<file path="config.mk">
export PLATFORM = sky130hd
export DESIGN_NAME = tmr_prescaled
export DESIGN_NICKNAME = d
export VERILOG_FILES = /design/src/rtl/tmr_pkg.sv /design/src/rtl/tmr_counter.sv /design/src/rtl/tmr_irq_flags.sv /design/src/rtl/tmr_prescaled.sv
export SDC_FILE = /design/constraint.sdc
export NUM_CORES = 1
export LEC_CHECK = 0
export ABC_AREA = 0
export CAP_MARGIN = 25
export CELL_PAD_IN_SITES_DETAIL_PLACEMENT = 0
export CELL_PAD_IN_SITES_GLOBAL_PLACEMENT = 1
export CORE_MARGIN = 2
export CORE_UTILIZATION = 42
export CTS_BUF_LIST = sky130_fd_sc_hd__clkbuf_8
export CTS_CLUSTER_DIAMETER = 30
export DETAILED_ROUTE_END_ITERATION = 8
export GPL_ROUTABILITY_DRIVEN = 0
export MAX_ROUTING_LAYER = met4
export PLACE_DENSITY_LB_ADDON = 0.2
export SLEW_MARGIN = 10
export SYNTH_ARGS = -nofsm -noshare
export SYNTH_HDL_FRONTEND = slang
export SYNTH_SLANG_ARGS = --single-unit
</file>
<file path="constraint.sdc">
create_clock -name clk -period 6.7 [get_ports clk]
set_input_delay 1.34 -clock clk [delete_from_list [all_inputs] [get_ports clk]]
set_output_delay 1.34 -clock clk [all_outputs]
set_load 0.03 [all_outputs]
</file>
<file path="src/rtl/tmr_pkg.sv">
package tmr_pkg;
  localparam int CNT_W    = 16;
  localparam int NUM_CNT  = 3;
  localparam int NUM_IRQ  = 2;
  localparam int ADDR_W   = 3;
  localparam int SEL_W    = $clog2(NUM_CNT + 1);

  localparam logic [ADDR_W-1:0] A_CTRL  = 3'd3;
  localparam logic [ADDR_W-1:0] A_CLEAR = 3'd4;

  localparam logic [1:0] ACC_LATCH = 2'b00;
  localparam logic [1:0] ACC_LOAD  = 2'b11;
  localparam logic [2:0] MODE_RATE = 3'b010;

  typedef struct packed {
    logic [SEL_W-1:0] sel;
    logic [1:0]       acc;
    logic [2:0]       mode;
    logic             rsvd;
  } ctrl_t;

  function automatic logic [CNT_W-1:0] floor_div(input logic [CNT_W-1:0] v);
    return (v == CNT_W'(1)) ? CNT_W'(2) : v;
  endfunction
endpackage

</file>
<file path="src/rtl/tmr_counter.sv">
module tmr_counter
  import tmr_pkg::*;
(
  input  logic             clk,
  input  logic             rst_n,
  input  logic             cnt_en,
  input  logic             ctl_load,
  input  logic             ctl_rate,
  input  logic             ctl_latch,
  input  logic             dat_wr,
  input  logic             dat_rd,
  input  logic [7:0]       wdata,
  output logic [7:0]       rdata,
  output logic             reload_evt
);
  logic [CNT_W-1:0] count_q, reload_q, snap_q;
  logic [7:0]       lo_hold_q;
  logic             rate_q, loaded_q, wr_hi_q, rd_hi_q, snap_vld_q;
  logic             step;
  logic [CNT_W-1:0] rd_src;

  assign step       = cnt_en & rate_q & loaded_q;
  assign reload_evt = step & (count_q == CNT_W'(1));
  assign rd_src     = snap_vld_q ? snap_q : count_q;
  assign rdata      = rd_hi_q ? rd_src[CNT_W-1:8] : rd_src[7:0];

  always_ff @(posedge clk or negedge rst_n) begin
    if (!rst_n) begin
      count_q    <= '0;
      reload_q   <= '0;
      snap_q     <= '0;
      lo_hold_q  <= '0;
      rate_q     <= 1'b0;
      loaded_q   <= 1'b0;
      wr_hi_q    <= 1'b0;
      rd_hi_q    <= 1'b0;
      snap_vld_q <= 1'b0;
    end else begin
      if (ctl_load) begin
        rate_q  <= ctl_rate;
        wr_hi_q <= 1'b0;
        rd_hi_q <= 1'b0;
      end
      if (ctl_latch && !snap_vld_q) begin
        snap_q     <= count_q;
        snap_vld_q <= 1'b1;
        rd_hi_q    <= 1'b0;
      end
      if (dat_wr) begin
        if (!wr_hi_q) begin
          lo_hold_q <= wdata;
          wr_hi_q   <= 1'b1;
          if (step) count_q <= reload_evt ? reload_q : count_q - CNT_W'(1);
        end else begin
          reload_q <= floor_div({wdata, lo_hold_q});
          count_q  <= floor_div({wdata, lo_hold_q});
          loaded_q <= 1'b1;
          wr_hi_q  <= 1'b0;
        end
      end else if (step) begin
        count_q <= reload_evt ? reload_q : count_q - CNT_W'(1);
      end
      if (dat_rd) begin
        rd_hi_q <= ~rd_hi_q;
        if (rd_hi_q && snap_vld_q) snap_vld_q <= 1'b0;
      end
    end
  end

  // a reload restores the programmed count
  p_reload_value_r6: assert property (@(posedge clk) disable iff (!rst_n)
    (reload_evt && !dat_wr) |=> (count_q == reload_q));

  // a committed count is never 1
  p_min_divisor_r5: assert property (@(posedge clk) disable iff (!rst_n)
    (dat_wr && wr_hi_q) |=> (reload_q != CNT_W'(1)));

  // strobe mode freezes the count
  p_strobe_hold_r9: assert property (@(posedge clk) disable iff (!rst_n)
    (!rate_q && !dat_wr) |=> $stable(count_q));

  // a pending snapshot is not overwritten by a new latch
  p_snap_keep_r8: assert property (@(posedge clk) disable iff (!rst_n)
    (snap_vld_q && !(dat_rd && rd_hi_q)) |=> (snap_vld_q && $stable(snap_q)));
endmodule

</file>
<file path="src/rtl/tmr_irq_flags.sv">
module tmr_irq_flags
  import tmr_pkg::*;
(
  input  logic               clk,
  input  logic               rst_n,
  input  logic [NUM_IRQ-1:0] set_evt,
  input  logic               clr_wr,
  input  logic [NUM_IRQ-1:0] clr_bits,
  output logic [NUM_IRQ-1:0] flags
);
  for (genvar i = 0; i < NUM_IRQ; i++) begin : g_flag
    logic flag_q;
    always_ff @(posedge clk or negedge rst_n) begin
      if (!rst_n)                       flag_q <= 1'b0;
      else if (set_evt[i])              flag_q <= 1'b1;
      else if (clr_wr && clr_bits[i])   flag_q <= 1'b0;
    end
    assign flags[i] = flag_q;

    // the flag is sticky until a clear
    p_sticky_r6: assert property (@(posedge clk) disable iff (!rst_n)
      (flag_q && !(clr_wr && clr_bits[i])) |=> flag_q);

    // a clear with no same-cycle reload drops the flag
    p_clear_r7: assert property (@(posedge clk) disable iff (!rst_n)
      (clr_wr && clr_bits[i] && !set_evt[i]) |=> !flag_q);

    // a reload in the clear cycle wins
    p_set_wins_r7: assert property (@(posedge clk) disable iff (!rst_n)
      set_evt[i] |=> flag_q);
  end
endmodule

</file>
<file path="src/rtl/tmr_prescaled.sv">
module tmr_prescaled
  import tmr_pkg::*;
(
  input  logic              clk,
  input  logic              rst_n,
  input  logic              master_tick,
  input  logic [ADDR_W-1:0] bus_addr,
  input  logic              bus_wr,
  input  logic              bus_rd,
  input  logic [7:0]        bus_wdata,
  output logic [7:0]        bus_rdata,
  output logic              irq_tick,
  output logic              irq_base
);
  ctrl_t              ctl;
  logic               ctl_wr, clr_wr;
  logic [NUM_CNT-1:0] en, reload, dwr, drd, cload, clatch;
  logic [7:0]         rd_byte [NUM_CNT];
  logic [NUM_IRQ-1:0] flags;

  assign ctl    = ctrl_t'(bus_wdata);
  assign ctl_wr = bus_wr && (bus_addr == A_CTRL);
  assign clr_wr = bus_wr && (bus_addr == A_CLEAR);

  for (genvar c = 0; c < NUM_CNT; c++) begin : g_cnt
    logic hit_ctl;
    assign hit_ctl   = ctl_wr && (ctl.sel == SEL_W'(c));
    assign cload[c]  = hit_ctl && (ctl.acc == ACC_LOAD);
    assign clatch[c] = hit_ctl && (ctl.acc == ACC_LATCH);
    assign dwr[c]    = bus_wr && (bus_addr == ADDR_W'(c));
    assign drd[c]    = bus_rd && (bus_addr == ADDR_W'(c));
    if (c == NUM_CNT - 1) begin : g_pre
      assign en[c] = master_tick;
    end else begin : g_div
      assign en[c] = reload[NUM_CNT-1];
    end

    tmr_counter u_cnt (
      .clk        (clk),
      .rst_n      (rst_n),
      .cnt_en     (en[c]),
      .ctl_load   (cload[c]),
      .ctl_rate   (ctl.mode == MODE_RATE),
      .ctl_latch  (clatch[c]),
      .dat_wr     (dwr[c]),
      .dat_rd     (drd[c]),
      .wdata      (bus_wdata),
      .rdata      (rd_byte[c]),
      .reload_evt (reload[c])
    );
  end

  always_comb begin
    bus_rdata = 8'h00;
    for (int c = 0; c < NUM_CNT; c++)
      if (bus_addr == ADDR_W'(c)) bus_rdata = rd_byte[c];
  end

  tmr_irq_flags u_flags (
    .clk      (clk),
    .rst_n    (rst_n),
    .set_evt  (reload[NUM_IRQ-1:0]),
    .clr_wr   (clr_wr),
    .clr_bits (bus_wdata[NUM_IRQ-1:0]),
    .flags    (flags)
  );

  assign irq_tick = flags[0];
  assign irq_base = flags[1];

  // counters 0 and 1 advance only on a prescaler wrap
  p_prescale_gate_r4: assert property (@(posedge clk) disable iff (!rst_n)
    (reload[0] || reload[1]) |-> reload[NUM_CNT-1]);

  // the prescaler wraps only on a master tick
  p_master_gate_r4: assert property (@(posedge clk) disable iff (!rst_n)
    reload[NUM_CNT-1] |-> master_tick);
endmodule

</file>
After elaboration in Yosys (flattened, before gate mapping):

Cells that the tools add are included.

* add/sub/neg operators: 3
* equality and inequality tests: 14
* mux-type cells: 52
* bitwise logic cells: 15
* reduce and logical (&&, ||, !) cells: 45

Operator list (count)
* two-way mux 16 bit: 18
* equality test 16 x 1 -> 1 bit, second input constant: 6
* two-way mux 8 bit: 6
* subtractor 16 x 1 -> 16 bit, second input constant: 3
* two-way mux 1 bit: 28
* logical AND 1 bit: 25
* AND reduction 2 bit: 6
* nonzero test 2 bit: 5
* AND 1 bit: 9
* equality test 3 x 2 -> 1 bit, second input constant: 3
* nonzero test 3 bit: 3
* NOT 1 bit: 6
* equality test 2 bit, second input constant: 2
* logical NOT 2 bit: 2
* equality test 3 x 1 -> 1 bit, second input constant: 1
* equality test 3 bit, second input constant: 1
* logical NOT 1 bit: 3
* logical NOT 3 bit: 1
* equality test 2 x 1 -> 1 bit, second input constant: 1

* bits in registers: 185
* bits of input ports: 16
* output and inout bits: 10
* logic and storage cells: 158

Logic depth before layout (Yosys ltp):

Gate-level depths: netlist (run 1).

* depth in word-level cells: 10
* depth in mapped cells: 8
* depth with buffers taken out: 7

Modules after synthesis:

A second synthesis (run 1) with hierarchy kept.

* cells, all modules: 951
* area, all modules: 9720.6 um^2

Modules (own cells, without submodules)
* tmr_counter (g_cnt[1].u_cnt ...): times used 2, cells an instance 294, area each 3083.0 um^2, seq. area each 1526.5 um^2
* tmr_counter (g_cnt[0].u_cnt): times used 1, cells an instance 301, area each 3115.5 um^2, seq. area each 1526.5 um^2
* tmr_prescaled: times used 1, cells an instance 54, area each 351.6 um^2, seq. area each 0.0 um^2
* tmr_irq_flags: times used 1, cells an instance 8, area each 87.6 um^2, seq. area each 50.0 um^2

Worst setup path after synthesis (run 1):

Ideal clock, no wire load.

* path type: input -> output
* start point: input bus_addr[1]
* end point: output bus_rdata[0]
* arrival: 2568 ps
* data required time: 5360 ps
* path slack: 2792 ps
* stages: 6
* buffers on the path: 2
* cells stage by stage: buf_2 buf_1 mux2i_1 nor2_1 a21oi_1 nor2_1

* cells in the longest elaborated chain, start to end: 4
* elaborated cells between the ends (all ways): 6
* those cells by class: eq/ne (2); mux (3); reduce/logical (1)

Ends and longest elaborated chain
* start: declaration: line tmr_prescaled.sv:7 `input logic [ADDR_W-1:0] bus_addr,`
* logical NOT 3 bit: line tmr_prescaled.sv:56 `if (bus_addr == ADDR_W'(c)) bus_rdata = rd_byte[c];`
* two-way mux 8 bit (2 in a row): line tmr_prescaled.sv:56
* two-way mux 8 bit (*): line tmr_prescaled.sv:56
* end: declaration: line tmr_prescaled.sv:11 `output logic [7:0] bus_rdata,`

Every way passes the cells marked *; elsewhere a longest branch is shown, timed or not.

Final worst setup path (run 1):

Same ends and word-level chain as after synthesis.

==> impl_metrics.tcl, run 1 <==
set metrics [dict create \
    tightest_slew_ns 0.929 \
    grt-ovfl-total 0 \
    cts_buffer_depth 2 \
    ant_nets 0 \
    fp-row-count 55 \
    hold_class "reg2reg" \
    required_ns 5.36 \
    grt_first_pass_wirelength_mm 43.2 \
    drv_slew 0 \
    die-area_um2 24300 \
    holdPathEnd "g_cnt[1].u_cnt.loaded_q" \
    area_growth_syn_to_layout_pct 8.83 \
    synth_nets 988 \
    slowest_delay_ns 0.79 \
    vias 7516 \
    synth_seq_cells 185 \
    post_drt_wl_per_cell_um 21.5 \
    ff_latch_area_um2 4630 \
    ctsResizeCount 0 \
    fillers 2169 \
    ys.flop_type "dfrtp_1" \
    grtUsageTotal 0.241 \
    fin_cells 1249 \
    worst_slack_ns 1.59 \
    cts.sinks 185 \
    r2r_cells 7 \
    drt-vias-per-instance 6.02 \
    reg2reg_to "g_cnt[2].u_cnt.count_q[3]" \
    leakage_nw 4.61 \
    worst_slew_margin_rel 0.379 \
    crit_type "in2out" \
    firstDrtPassIters 5 \
    hold_viol_final 0 \
    cts_hold_buf 0 \
    initial_core_util 0.428 \
    end_kind "primary output" \
    multi_input_area_um2 4720 \
    cap_violations 0 \
    hold_depth 1 \
    post-cts-setup-buffers 0 \
    synthDistinctLibCells 63 \
    antennaDiodeCount 0 \
    design_area_um2 10500 \
    drc 0 \
    syn_area_per_cell_um2 10.0 \
    async_flop_share 1.00 \
    grt_pass1_vias 7410 \
    cp_common_cell "clkdlybuf4s50_1" \
    period_needed_ns 5.11 \
    antenna_found_initial 1 \
    pre_cts_ws_ns 1.58 \
    fin_nets 973 \
    fmax_ghz 0.196 \
    clk_pin_slew_ns 0.09 \
    status "finished clean" \
    fin_util 0.465 \
    fin_skew_ns 0.0206 \
    io_buffers 25 \
    cp_max_fo 16 \
    die_height_um 156 \
    final.setup.tns_ns 0 \
    cts-root-buf "clkbuf_8" \
    synth_edf_count 0 \
    path_cells "clkdlybuf4s50_1, nor2b_1, a21oi_1, nor2_1, clkdlybuf4s50_1" \
    whs_ns 0.467 \
    rsz0062_at_grt "no" \
    place_area_um2 10100 \
    drive_above_1_share 0.171 \
    cp.arrival_ns 3.77 \
    finalSetupViolCount 0 \
    hp-start "g_cnt[1].u_cnt.loaded_q" \
    drtIter0Drc 513 \
    cts_tree "done" \
    start_kind "input pin" \
    htree_levels 4 \
    yosysWarnings 0 \
    reg2reg_setup_slack_ns 3.73 \
    die_w_um 156 \
    core_area_um2 22600 \
    ys_seq_area_frac 0.478 \
    min_period_over_period 0.762 \
    clkLatencyLatePin_ns 0.47 \
    grt_max_degree 61 \
    crit_slowest_cell "clkdlybuf4s50_1" \
    irDropWorstVdd_mv 0.155 \
    dpl.cell_count 1217 \
    ios 26 \
    dp_hpwl_mm 18.3 \
    power.density_nw_per_um2 356 \
    numCtsBuffers 17 \
    routed_wl_mm 26.8 \
    synth_area_um2 9680 \
    rr_startpoint "g_cnt[2].u_cnt.count_q[1]" \
    total_power_mw 3.75 \
    syn_inst 966 \
]
-- layer usage --
| layer | up-vias | global-route usage | share of wire |
|---|---|---|---|
| met2 | 201 | 0.363 | 0.46 |
| met5 | - | - | 0 |
| met3 | 37 | 0.0397 | 0.050 |
| met4 | 0 | 0.0839 | 0.025 |
| li1 | 3493 | - | - |
| met1 | 3785 | 0.331 | 0.46 |
-- where the power goes --
group	internal, mW	leakage [nW]	switching [mW]
clock network	0.341	0.203	0.427
logic	0.538	2.01	0.601
registers	1.42	2.40	0.422
total	2.30	4.61	1.45
-- Yosys cell counts (7+ instances only) --
| library cell | count | area (µm²) |
|---|---|---|
| dfrtp_1 | 185 | 4630 |
| nand2_1 | 170 | 638 |
| mux2_2 | 76 | 856 |
| o21ai_0 | 68 | 340 |
| nor2_1 | 61 | 229 |
| clkbuf_1 | 59 | 221 |
| a21oi_1 | 30 | 150 |
| nor3_1 | 26 | 130 |
| mux4_2 | 24 | 541 |
| nor4_1 | 19 | 119 |
| nand3_1 | 16 | 80.1 |
| mux2i_1 | 15 | 150 |
| inv_1 | 14 | 52.6 |
| or4_1 | 14 | 105 |
| nand4_1 | 12 | 75.1 |
| a2bb2oi_1 | 10 | 87.6 |
| a211oi_1 | 9 | 67.6 |
| a31oi_1 | 8 | 50.1 |
| and3_1 | 8 | 50.1 |
| buf_2 | 8 | 40.0 |
| nor2b_1 | 8 | 50.1 |
| o31ai_1 | 8 | 60.1 |
| and4_1 | 7 | 61.3 |
| nand2b_1 | 7 | 43.8 |
| o211ai_1 | 7 | 52.6 |
| or3_1 | 7 | 43.8 |
-- cells in the final DEF, fill, tap and decap left out, drive strengths merged, types with 9 or more instances in the layout --
cell type / synthesis / final
a21oi: 30 / 30
nand2: 170 / 170
inv: 14 / 20
a2bb2oi: 10 / 10
mux4: 24 / 24
nand4: 12 / 12
nor2: 62 / 62
buf: 14 / 14
o21ai: 68 / 68
nor4: 19 / 19
a211oi: 9 / 9
dfrtp: 185 / 185
mux2: 76 / 76
clkdlybuf4s50: 0 / 24
mux2i: 15 / 15
nor3: 29 / 29
nand3: 16 / 16
or4: 14 / 14
clkbuf: 59 / 22
-- flip-flops by register name (all words and copies together) (netlist names) --
register	cells
g_cnt.u_cnt.rate_q	3
g_cnt.u_cnt.reload_q	48
g_cnt.u_cnt.wr_hi_q	3
g_cnt.u_cnt.snap_q	48
g_cnt.u_cnt.lo_hold_q	24
g_cnt.u_cnt.count_q	48
u_flags.g_flag.flag_q	2
g_cnt.u_cnt.loaded_q	3
g_cnt.u_cnt.snap_vld_q	3
g_cnt.u_cnt.rd_hi_q	3
-- cells by family after synthesis --
kind of cell    Yosys count  synth area share
simple gates            388             0.196
compound gates          185             0.123
flops                   185             0.478
mux                     115             0.160
buf+inv                  87            0.0355
fa+ha+maj                 6           0.00776
-- how the worst max path moves through the flow --
stage           startpoint      endpoint  slack [ns]
6_report       bus_addr[1]  bus_rdata[0]        1.59
2_1_floorplan  bus_addr[1]  bus_rdata[0]        2.79
3_3_place_gp   bus_addr[1]  bus_rdata[0]        1.58
3_5_place_dp   bus_addr[1]  bus_rdata[0]        1.58
5_1_grt        bus_addr[1]  bus_rdata[0]        1.43
4_1_cts        bus_addr[1]  bus_rdata[0]        1.59
-- worst max-delay path, delay by kind of cell --
family	cells	cell delay, ns
AO/OA/AOI/OAI	1	0.18
AND/OR/NAND/NOR	2	0.76
buffers and inverters	2	1.47
-- area by class of cell --
| type | instances | area share |
|---|---|---|
| Clock inverter | 11 | 0.0103 |
| Multi-Input combinational cell | 694 | 0.448 |
| Timing Repair Buffer | 39 | 0.0360 |
| Sequential cell | 185 | 0.439 |
| Tap cell | 285 | 0.0339 |
| Inverter | 14 | 0.00499 |
| Clock buffer | 21 | 0.0274 |
Note: power is estimated with default switching activity, not from simulation.
==> run 2, diff against run 1 <==
==> constraint.sdc (replaced) <==
create_clock -name clk -period 4.1 [get_ports clk]
set_input_delay 0.82 -clock clk [delete_from_list [all_inputs] [get_ports clk]]
set_output_delay 0.82 -clock clk [all_outputs]
set_load 0.03 [all_outputs]
==> run 2 against run 1 <==
  * Routed wire length is 3.9% higher
  * Clock power grew 69%
  * Largest power group unchanged
  * Critical path type unchanged
  * Highest routed layer unchanged
  * Critical endpoint unchanged
  * Critical path depth stayed put
==> impl_metrics.tcl, run 2 (synthesized netlist as in run 1, its figures left out) <==
set metrics [dict create \
    status "finished clean" \
    grt_max_degree 102 \
    grt_pass1_vias 7424 \
    antennaDiodeCount 0 \
    drc 0 \
    antenna_found_initial 0 \
    top_regs "g_cnt.u_cnt.count_q: 48 flops, g_cnt.u_cnt.reload_q: 48 flops, g_cnt.u_cnt.snap_q: 48 flops" \
    end_kind "primary output" \
    layout_common_cells "185 x dfrtp_1, 170 x nand2_1, 76 x mux2_2, 68 x o21ai_0, 61 x nor2_1" \
    initial_core_util 0.428 \
    cp.arrival_ns 2.97 \
    required_ns 3.28 \
    drive_above_1_share 0.189 \
    min_period_over_period 0.924 \
    cts-root-buf "clkbuf_8" \
    clockPowerShare 0.208 \
    fmax_ghz 0.264 \
    grt_first_pass_wirelength_mm 43.9 \
    grtUsageTotal 0.245 \
    area_growth_syn_to_layout_pct 10.5 \
    cp_max_fo 9 \
    htree_levels 4 \
    post-cts-setup-buffers 0 \
    worst_slew_margin_rel 0.426 \
    drt-vias-per-instance 5.96 \
    cts_tree "done" \
    final.setup.tns_ns 0 \
    post_drt_wl_per_cell_um 21.9 \
    io_buffers 25 \
    die-area_um2 24300 \
    p_int_mw 3.80 \
    dpl.cell_count 1238 \
    cts.sinks 185 \
    layout_commonest_cell "dfrtp_1" \
    seqPwrFrac 0.485 \
    period_needed_ns 3.79 \
    drv_slew 0 \
    ios 26 \
    switching_power_mw 2.42 \
    core_area_um2 22600 \
    sw_frac_of_total 0.389 \
    die_height_um 156 \
    cts_buffer_depth 2 \
    firstDrtPassIters 5 \
    tightest_slew_ns 0.861 \
    leakage_nw 4.72 \
    hold_class "in2async" \
    irDropWorstVdd_mv 0.257 \
    rsz0062_at_grt "no" \
    p_comb_frac 0.306 \
    vias 7571 \
    ctsResizeCount 0 \
    start_kind "input pin" \
    power.density_nw_per_um2 582 \
    clkLatencyLatePin_ns 0.48 \
    clk_pin_slew_ns 0.10 \
    finalSetupViolCount 0 \
    fp-row-count 55 \
    numCtsBuffers 17 \
    crit_type "in2out" \
    fillers 2144 \
    cap_violations 0 \
    ant_nets 0 \
    cts_hold_buf 0 \
    dp_hpwl_mm 19.4 \
    drtIter0Drc 561 \
    die_w_um 156 \
    fin_cells 1270 \
    grt-ovfl-total 0 \
    routed_wl_mm 27.8 \
    fin_skew_ns 0.0249 \
    fin_nets 994 \
    hold_viol_final 0 \
]
-- run 2: through the flow --
| step | utilization | cell area (µm²) | setup WS (ns) | total power, mW | hold slack [ns] |
|---|---|---|---|---|---|
| global route | 0.472 | 10700 | 0.178 | 6.62 | 0.467 |
| floorplan | - | 9680 | 1.23 | 4.22 | 0.426 |
| global placement | 0.454 | 10300 | 0.318 | 4.91 | 0.444 |
| CTS | 0.472 | 10700 | 0.303 | 6.25 | 0.446 |
| detailed placement | 0.454 | 10300 | 0.297 | 4.94 | 0.456 |
| finish | 0.472 | 10700 | 0.312 | 6.22 | 0.386 |
-- run 2: final timing paths --
check	cells past startpoint	startpoint	slack (ns)	to
worst max-delay path	5	bus_addr[1]	0.31	bus_rdata[0]
worst min-delay path	1	rst_n	0.39	g_cnt[1].u_cnt.snap_q[12]
worst max register to register	7	g_cnt[1].u_cnt.count_q[1]	1.18	g_cnt[1].u_cnt.count_q[0]
worst min register to register	2	g_cnt[0].u_cnt.reload_q[4]	0.48	g_cnt[0].u_cnt.reload_q[4]
max in group asynchronous	2	rst_n	2.77	g_cnt[2].u_cnt.reload_q[9]
min in group clk	2	g_cnt[0].u_cnt.reload_q[4]	0.48	g_cnt[0].u_cnt.reload_q[4]
-- run 2: metal layers --
layer / GRT usage / vias up / routed length (µm)
met1: 0.349 / 3804 / 13300
met2: 0.360 / 199 / 12600
met3: 0.0306 / 38 / 1200
met4: 0.0904 / 0 / 750
li1: - / 3530 / -
met5: - / - / 0
-- run 2: worst max-delay path: stages --
cell,delay (ns)
clkdlybuf4s50_1,0.61
nor2b_1,0.55
a21oi_1,0.16
nor2_1,0.14
clkdlybuf4s50_1,0.68
-- run 2: layout make-up --
cell class | instances | area (µm²) | area share
clock buffer | 18 | 248 | 0.0232
clock inverter | 14 | 159 | 0.0149
inverter | 14 | 52.6 | 0.00491
multi-input combinational | 694 | 4720 | 0.441
sequential | 185 | 4630 | 0.433
tap | 285 | 357 | 0.0333
timing repair buffer | 60 | 529 | 0.0495
-- run 2: power by group through the flow --
stage	sequential [mW]	combinational (mW)	clock (mW)
after floorplan	2.67	1.55	0
after global placement	3.03	1.88	0
after detailed placement	3.05	1.90	0
after CTS	3.01	1.91	1.33
after global routing	3.10	2.12	1.40
final	3.02	1.91	1.30
